File: src/rtl/sarseq_pkg.sv
package sarseq_pkg;
  typedef enum logic [1:0] {
    PH_IDLE   = 2'd0,
    PH_TRACK  = 2'd1,
    PH_SEARCH = 2'd2
  } phase_e;
endpackage

File: src/rtl/sarseq_phase_ctrl.sv
module sarseq_phase_ctrl
  import sarseq_pkg::*;
#(
  parameter int SAMP_W = 8
) (
  input  logic              clk,
  input  logic              rst,
  input  logic              start_i,
  input  logic [SAMP_W-1:0] samp_len_i,
  input  logic              last_bit_i,
  output logic              accept_o,
  output logic              seed_o,
  output logic              step_o,
  output logic              finish_o,
  output logic              track_o,
  output logic              busy_o
);
  localparam logic [SAMP_W-1:0] LEN_ONE = SAMP_W'(1);

  phase_e            phase_q, phase_d;
  logic [SAMP_W-1:0] cnt_q;
  logic [SAMP_W-1:0] len_eff;

  // a zero length is raised to one cycle
  assign len_eff = (samp_len_i == '0) ? LEN_ONE : samp_len_i;

  always_comb begin
    accept_o = (phase_q == PH_IDLE) && start_i;
    seed_o   = (phase_q == PH_TRACK) && (cnt_q == '0);
    step_o   = (phase_q == PH_SEARCH);
    finish_o = step_o && last_bit_i;
    phase_d  = phase_q;
    if (accept_o)      phase_d = PH_TRACK;
    else if (seed_o)   phase_d = PH_SEARCH;
    else if (finish_o) phase_d = PH_IDLE;
  end

  always_ff @(posedge clk) begin
    if (rst) begin
      phase_q <= PH_IDLE;
      cnt_q   <= '0;
      track_o <= 1'b0;
      busy_o  <= 1'b0;
    end else begin
      phase_q <= phase_d;
      track_o <= (phase_d == PH_TRACK);
      busy_o  <= (phase_d != PH_IDLE);
      if (accept_o)
        cnt_q <= len_eff - LEN_ONE;
      else if (phase_q == PH_TRACK && cnt_q != '0)
        cnt_q <= cnt_q - LEN_ONE;
    end
  end
endmodule

File: src/rtl/sarseq_search_reg.sv
module sarseq_search_reg #(
  parameter int RES_BITS = 10
) (
  input  logic                clk,
  input  logic                rst,
  input  logic                clear_i,
  input  logic                seed_i,
  input  logic                step_i,
  input  logic                cmp_i,
  output logic [RES_BITS-1:0] work_o,
  output logic [RES_BITS-1:0] sel_o,
  output logic                last_o
);
  localparam logic [RES_BITS-1:0] MSB_ONLY = {1'b1, {(RES_BITS-1){1'b0}}};

  logic [RES_BITS-1:0] sel_dn;
  assign sel_dn = sel_o >> 1;
  assign last_o = sel_o[0];

  // pointer to the bit under test, one-hot
  always_ff @(posedge clk) begin
    if (rst || clear_i) sel_o <= '0;
    else if (seed_i)    sel_o <= MSB_ONLY;
    else if (step_i)    sel_o <= sel_dn;
  end

  // one decision cell per bit of the working register
  for (genvar b = 0; b < RES_BITS; b++) begin : g_cell
    always_ff @(posedge clk) begin
      if (rst || clear_i)   work_o[b] <= 1'b0;
      else if (seed_i)      work_o[b] <= MSB_ONLY[b];
      else if (step_i) begin
        if (sel_o[b])       work_o[b] <= cmp_i;
        else if (sel_dn[b]) work_o[b] <= 1'b1;
      end
    end
  end
endmodule

File: src/rtl/sarseq_result_reg.sv
module sarseq_result_reg #(
  parameter int RES_BITS = 10
) (
  input  logic                clk,
  input  logic                rst,
  input  logic                finish_i,
  input  logic                cmp_i,
  input  logic [RES_BITS-1:0] work_i,
  input  logic [RES_BITS-1:0] sel_i,
  output logic [RES_BITS-1:0] code_o,
  output logic                done_o
);
  logic [RES_BITS-1:0] settled;
  assign settled = (work_i & ~sel_i) | (cmp_i ? sel_i : '0);

  always_ff @(posedge clk) begin
    if (rst) begin
      code_o <= '0;
      done_o <= 1'b0;
    end else begin
      done_o <= finish_i;
      if (finish_i) code_o <= settled;
    end
  end
endmodule

File: src/rtl/sar_sequencer.sv
module sar_sequencer #(
  parameter int RES_BITS = 10,
  parameter int SAMP_W   = 8
) (
  input  logic                clk,
  input  logic                rst,
  input  logic                start_i,
  input  logic [SAMP_W-1:0]   samp_len_i,
  input  logic                cmp_i,
  output logic                track_o,
  output logic [RES_BITS-1:0] trial_o,
  output logic                busy_o,
  output logic [RES_BITS-1:0] code_o,
  output logic                done_o
);
  logic                accept, seed, step, finish, last_bit;
  logic [RES_BITS-1:0] work, bit_sel;

  sarseq_phase_ctrl #(.SAMP_W(SAMP_W)) u_phase (
    .clk(clk), .rst(rst), .start_i(start_i), .samp_len_i(samp_len_i),
    .last_bit_i(last_bit), .accept_o(accept), .seed_o(seed), .step_o(step),
    .finish_o(finish), .track_o(track_o), .busy_o(busy_o)
  );

  sarseq_search_reg #(.RES_BITS(RES_BITS)) u_search (
    .clk(clk), .rst(rst), .clear_i(accept), .seed_i(seed), .step_i(step),
    .cmp_i(cmp_i), .work_o(work), .sel_o(bit_sel), .last_o(last_bit)
  );

  sarseq_result_reg #(.RES_BITS(RES_BITS)) u_result (
    .clk(clk), .rst(rst), .finish_i(finish), .cmp_i(cmp_i), .work_i(work),
    .sel_i(bit_sel), .code_o(code_o), .done_o(done_o)
  );

  assign trial_o = work;
endmodule

File: config.mk
export PLATFORM = sky130hd
export DESIGN_NAME = sar_sequencer
export DESIGN_NICKNAME = d
export VERILOG_FILES = /design/src/rtl/sarseq_pkg.sv /design/src/rtl/sarseq_phase_ctrl.sv /design/src/rtl/sarseq_search_reg.sv /design/src/rtl/sarseq_result_reg.sv /design/src/rtl/sar_sequencer.sv
export SDC_FILE = /design/constraint.sdc
export NUM_CORES = 1
export LEC_CHECK = 0
export ABC_AREA = 1
export CORE_ASPECT_RATIO = 2
export CORE_MARGIN = 3
export CORE_UTILIZATION = 53
export DETAILED_ROUTE_END_ITERATION = 10
export GPL_ROUTABILITY_DRIVEN = 0
export GPL_TIMING_DRIVEN = 0
export PLACE_DENSITY = 0.79
export SLEW_MARGIN = 10
export SYNTH_ARGS = -nofsm -noshare
export SYNTH_HDL_FRONTEND = slang
export SYNTH_HIERARCHICAL = 1
export SYNTH_SLANG_ARGS = --single-unit
File: constraint.sdc
create_clock -name clk -period 2 [get_ports clk]
set_input_delay 0.6 -clock clk [delete_from_list [all_inputs] [get_ports clk]]
set_output_delay 0.6 -clock clk [all_outputs]
set_load 0.005 [all_outputs]
==> results by group <==
Synthesis
  • Compound-Gate Fraction of Synth Area: 0.09926
  • Distinct cell type count of the synthesized netlist: 23
  • Synth cell count leaders: nand2_1 (100), nor2_1 (63), dfxtp_1 (43), inv_1 (43), nand3_1 (27)
  • Top FF cell, synth: dfxtp_1
  • Syn Area/Cell: roughly 6.4 um2
  • Mux contribution to synthesized area: 0
  • Yosys reg bits: 43
  • Largest cells by area after synthesis: dfxtp_1 (39%), nand2_1 (17%), nor2_1 (11%)
  • Number of enable flip-flop cells after synthesis: 0
  • Synth area leader: dfxtp_1
  • Adder-Cell Fraction of Synth Area: 0
  • Largest family of logic cells by synthesized area: simple AND/OR/NAND/NOR gates
  • Synth Instances: between 300 and 400
  • Xor and xnor fraction of the mapped netlist area: 0
  • Post-synth ARST share: 0
  • Area fraction of the dominant cell type after synthesis: 0.3902
  • Synth Area in Simple Gates: 0.3971
  • Synthesized net count: 356
  • Mapped Area: 2206 um2
  • Seq/Total Area, Yosys: 0.3902
  • Yosys Warn Count: 6
  • Count leader, synth: nand2_1

Layout
  • Final #Nets: slightly below 400
  • Area growth from synthesis to layout: 23.20%
  • Antenna fix cells: 0
  • Register area: 860.8 um2
  • Fillers: 390
  • Multi-input gate area: 1095 um2
  • Design Area, Final: 2718 um2
  • Share of post-route cells with drive strength above 1: 0.08571

Power and ir drop
  • Sequential share of power: 0.436
  • Static leakage: 1.238 nW
  • P_sw: 0.6740 mW
  • Worst VDD drop: a little under 0.0007 V
  • Sw frac: 0.3101
  • Combinational power share: 0.240
  • Clock power frac: 0.324
  • Cell internal pwr: 1.499 mW
  • PwrDens: approximately 800 nW/um2

Setup path
  • CP top delay family: buffers and inverters
  • Crit path cell chain: clkdlybuf4s50_1
  • Slowest cell on the critical path: clkdlybuf4s50_1
  • Slowest stage delay, CP: 520 ps
  • Worst path arrival time: 1180 ps
  • CP Capture Type: primary output
  • CP bufs+invs: 1
  • Reg-to-Reg Start: u_phase/phase_q[0]$_SDFF_PP0_
  • Crit Path Class: reg -> out
  • Worst Path Max Fanout: 3
  • CP Launch Type: register
  • WP data required: 1400 ps
  • Worst R2R End: u_search/sel_o[6]$_SDFFE_PP0P_
  • Worst reg2reg path depth: 9
  • R2R Setup Slk: 330 ps

Global routing
  • First-pass GRT wire length: 9135 um
  • Vias in the first global route: 2122
  • Initial antenna violation count: 0
  • GRT overflow: 0
  • GR Util All Layers: 0.2343
  • Largest net degree at the start of global routing: 14

Route
  • WL met3: 170 um
  • Avg WL per Cell: 11.78 um
  • Residual DRC: 0
  • Post-DRT Antenna Nets: 0
  • Drt total wl: approximately 5000 um
  • Starting DRT DRC Count: 56
  • Via/cell ratio: 4.984
  • DR pass1 iterations: 5
  • Metal1 wirelength: 1849 um
  • Vias: roughly 2200
  • Top Layer Used: met4
  • Routed wl met2: between 2000 and 3000 um

Timing
  • Worst-Margin Slew: around 500 ps
  • Final hold viol count: 0
  • Period utilization: 0.8897
  • Post-layout min period: 1779 ps
  • Pins Over Slew Limit: 0
  • Setup-failing EPs final: 0
  • Clock Skews: 9.406 ps
  • RSZ-0062 raised after global routing: false
  • Slew headroom: 0.6674
  • Fmax: around 560 MHz
  • Total negative slack: 0 ps

Clock tree
  • CTS sink cnt: 43
  • Postcts setup bufs: 0
  • Clock Tree Buf Depth: 2
  • Post-CTS Hold Buffers: 0
  • CTS clk-pin slew, worst paths: 80 ps
  • Root Buffer Master: clkbuf_8
  • Clk_lat worst skew: 300 ps
  • CTS buffer count: 5
  • Post-CTS sizing: 0
  • H-tree levels: 2
  • CTS tree: yes

Die
  • Num rows: 32
  • Initial Util: 0.5622
  • Die Ht: between 90 and 100 um
  • Die X: 51.62 um
  • Core box area: 3924 um2
  • Die area: ~5000 um2
  • # IOs: 35

Place
  • Post-Place Cell Area: 2600 um2
  • I/O Buffers: 33
  • Post-DP HPWL: 4023 um

Run status
  • Status: finished clean

Job
  • Max Cap Violations: 0

Worst hold path
  • Hold endpoint: u_phase/cnt_q[0]$_SDFFE_PP0P_
  • Number of cells on the worst hold path: 2
  • Hold_sp: u_phase/cnt_q[0]$_SDFFE_PP0P_
  • Worst hold path type: reg -> reg
## power groups by stage
stage	logic, mW	clock network [mW]	registers (mW)
after floorplan	0.385	0	0.959
after global placement	0.514	0	0.966
after detailed placement	0.520	0	0.967
after CTS	0.522	0.708	0.947
after global routing	0.590	0.744	0.954
final	0.522	0.703	0.948
## kinds of logic after synthesis
logic type             after synthesis
AND/OR/NAND/NOR                    205
buffers and inverters               55
flip-flops                          43
AO/OA/AOI/OAI                       41
## final cells by class
type	instances	share of cell area
sequential	43	0.3168
clock buffer	6	0.03039
timing repair buffer	33	0.1215
buffer	9	0.02855
inverter	46	0.06354
multi-input combinational	246	0.4029
clock inverter	2	0.01289
tap	51	0.02348
## placed cells by master (no fill, tap or decap)
master           instances
a21oi_1                 19
nand2_1                100
dfxtp_1                 43
nor2_4                   4
clkdlybuf4s50_1         33
inv_2                    1
buf_4                    3
a21oi_2                  1
clkbuf_8                 6
nand2_2                  4
nor2_1                  63
clkinv_2                 1
bufinv_16                1
nand4_1                  1
buf_2                    2
o21ai_2                  2
clkinv_1                 2
o211ai_1                 1
buf_6                    4
o21ai_1                  9
nor3_1                   1
inv_1                   43
nand3_1                 27
o21ai_0                  9
nand3b_1                 1
nor2_2                   1
nand2_4                  3
## per-stage QoR
stage / util / total power, mW / hold slack (ps) / setup slack [ps] / std cells
CTS: 0.6926 / 2.177 / 505.4 / 209.7 / 436
finish: 0.6926 / 2.173 / 501.9 / 220.7 / 436
global placement: 0.6626 / 1.479 / 476.5 / -13.25 / 428
detailed placement: 0.6626 / 1.487 / 486.3 / -24.69 / 428
floorplan: - / 1.344 / 448.7 / 364.2 / 344
global route: 0.6926 / 2.288 / 518.6 / 132.3 / 436
## worst max path at each step
stage                               startpoint                        endpoint  slack (ps)  depth (start not counted)
6_report       u_search/work_o[6]$_SDFFE_PP0P_                      trial_o[6]         220                          1
3_3_place_gp                     samp_len_i[6]   u_phase/cnt_q[7]$_SDFFE_PP0P_         -10                         10
4_1_cts        u_search/work_o[6]$_SDFFE_PP0P_                      trial_o[6]         210                          1
2_1_floorplan                          start_i  u_search/sel_o[0]$_SDFFE_PP0P_         360                          9
3_5_place_dp                     samp_len_i[3]   u_phase/cnt_q[6]$_SDFFE_PP0P_         -20                         11
5_1_grt                          samp_len_i[3]   u_phase/cnt_q[6]$_SDFFE_PP0P_         130                         11
## registers in the layout, indices dropped and copies added, names as in the netlist
signal           count
u_result/code_o     10
u_result/done_o      1
u_phase/busy_o       1
u_search/work_o     10
u_phase/cnt_q        8
u_phase/track_o      1
u_search/sel_o      10
u_phase/phase_q      2
## layer usage
layer	vias to the layer above	GRT usage
met2	46	0.4499
met3	12	0.03687
met5	-	0
met4	0	0.1152
li1	1143	-
met1	972	0.2225
No activity file was read; power rests on OpenSTA's default activity.
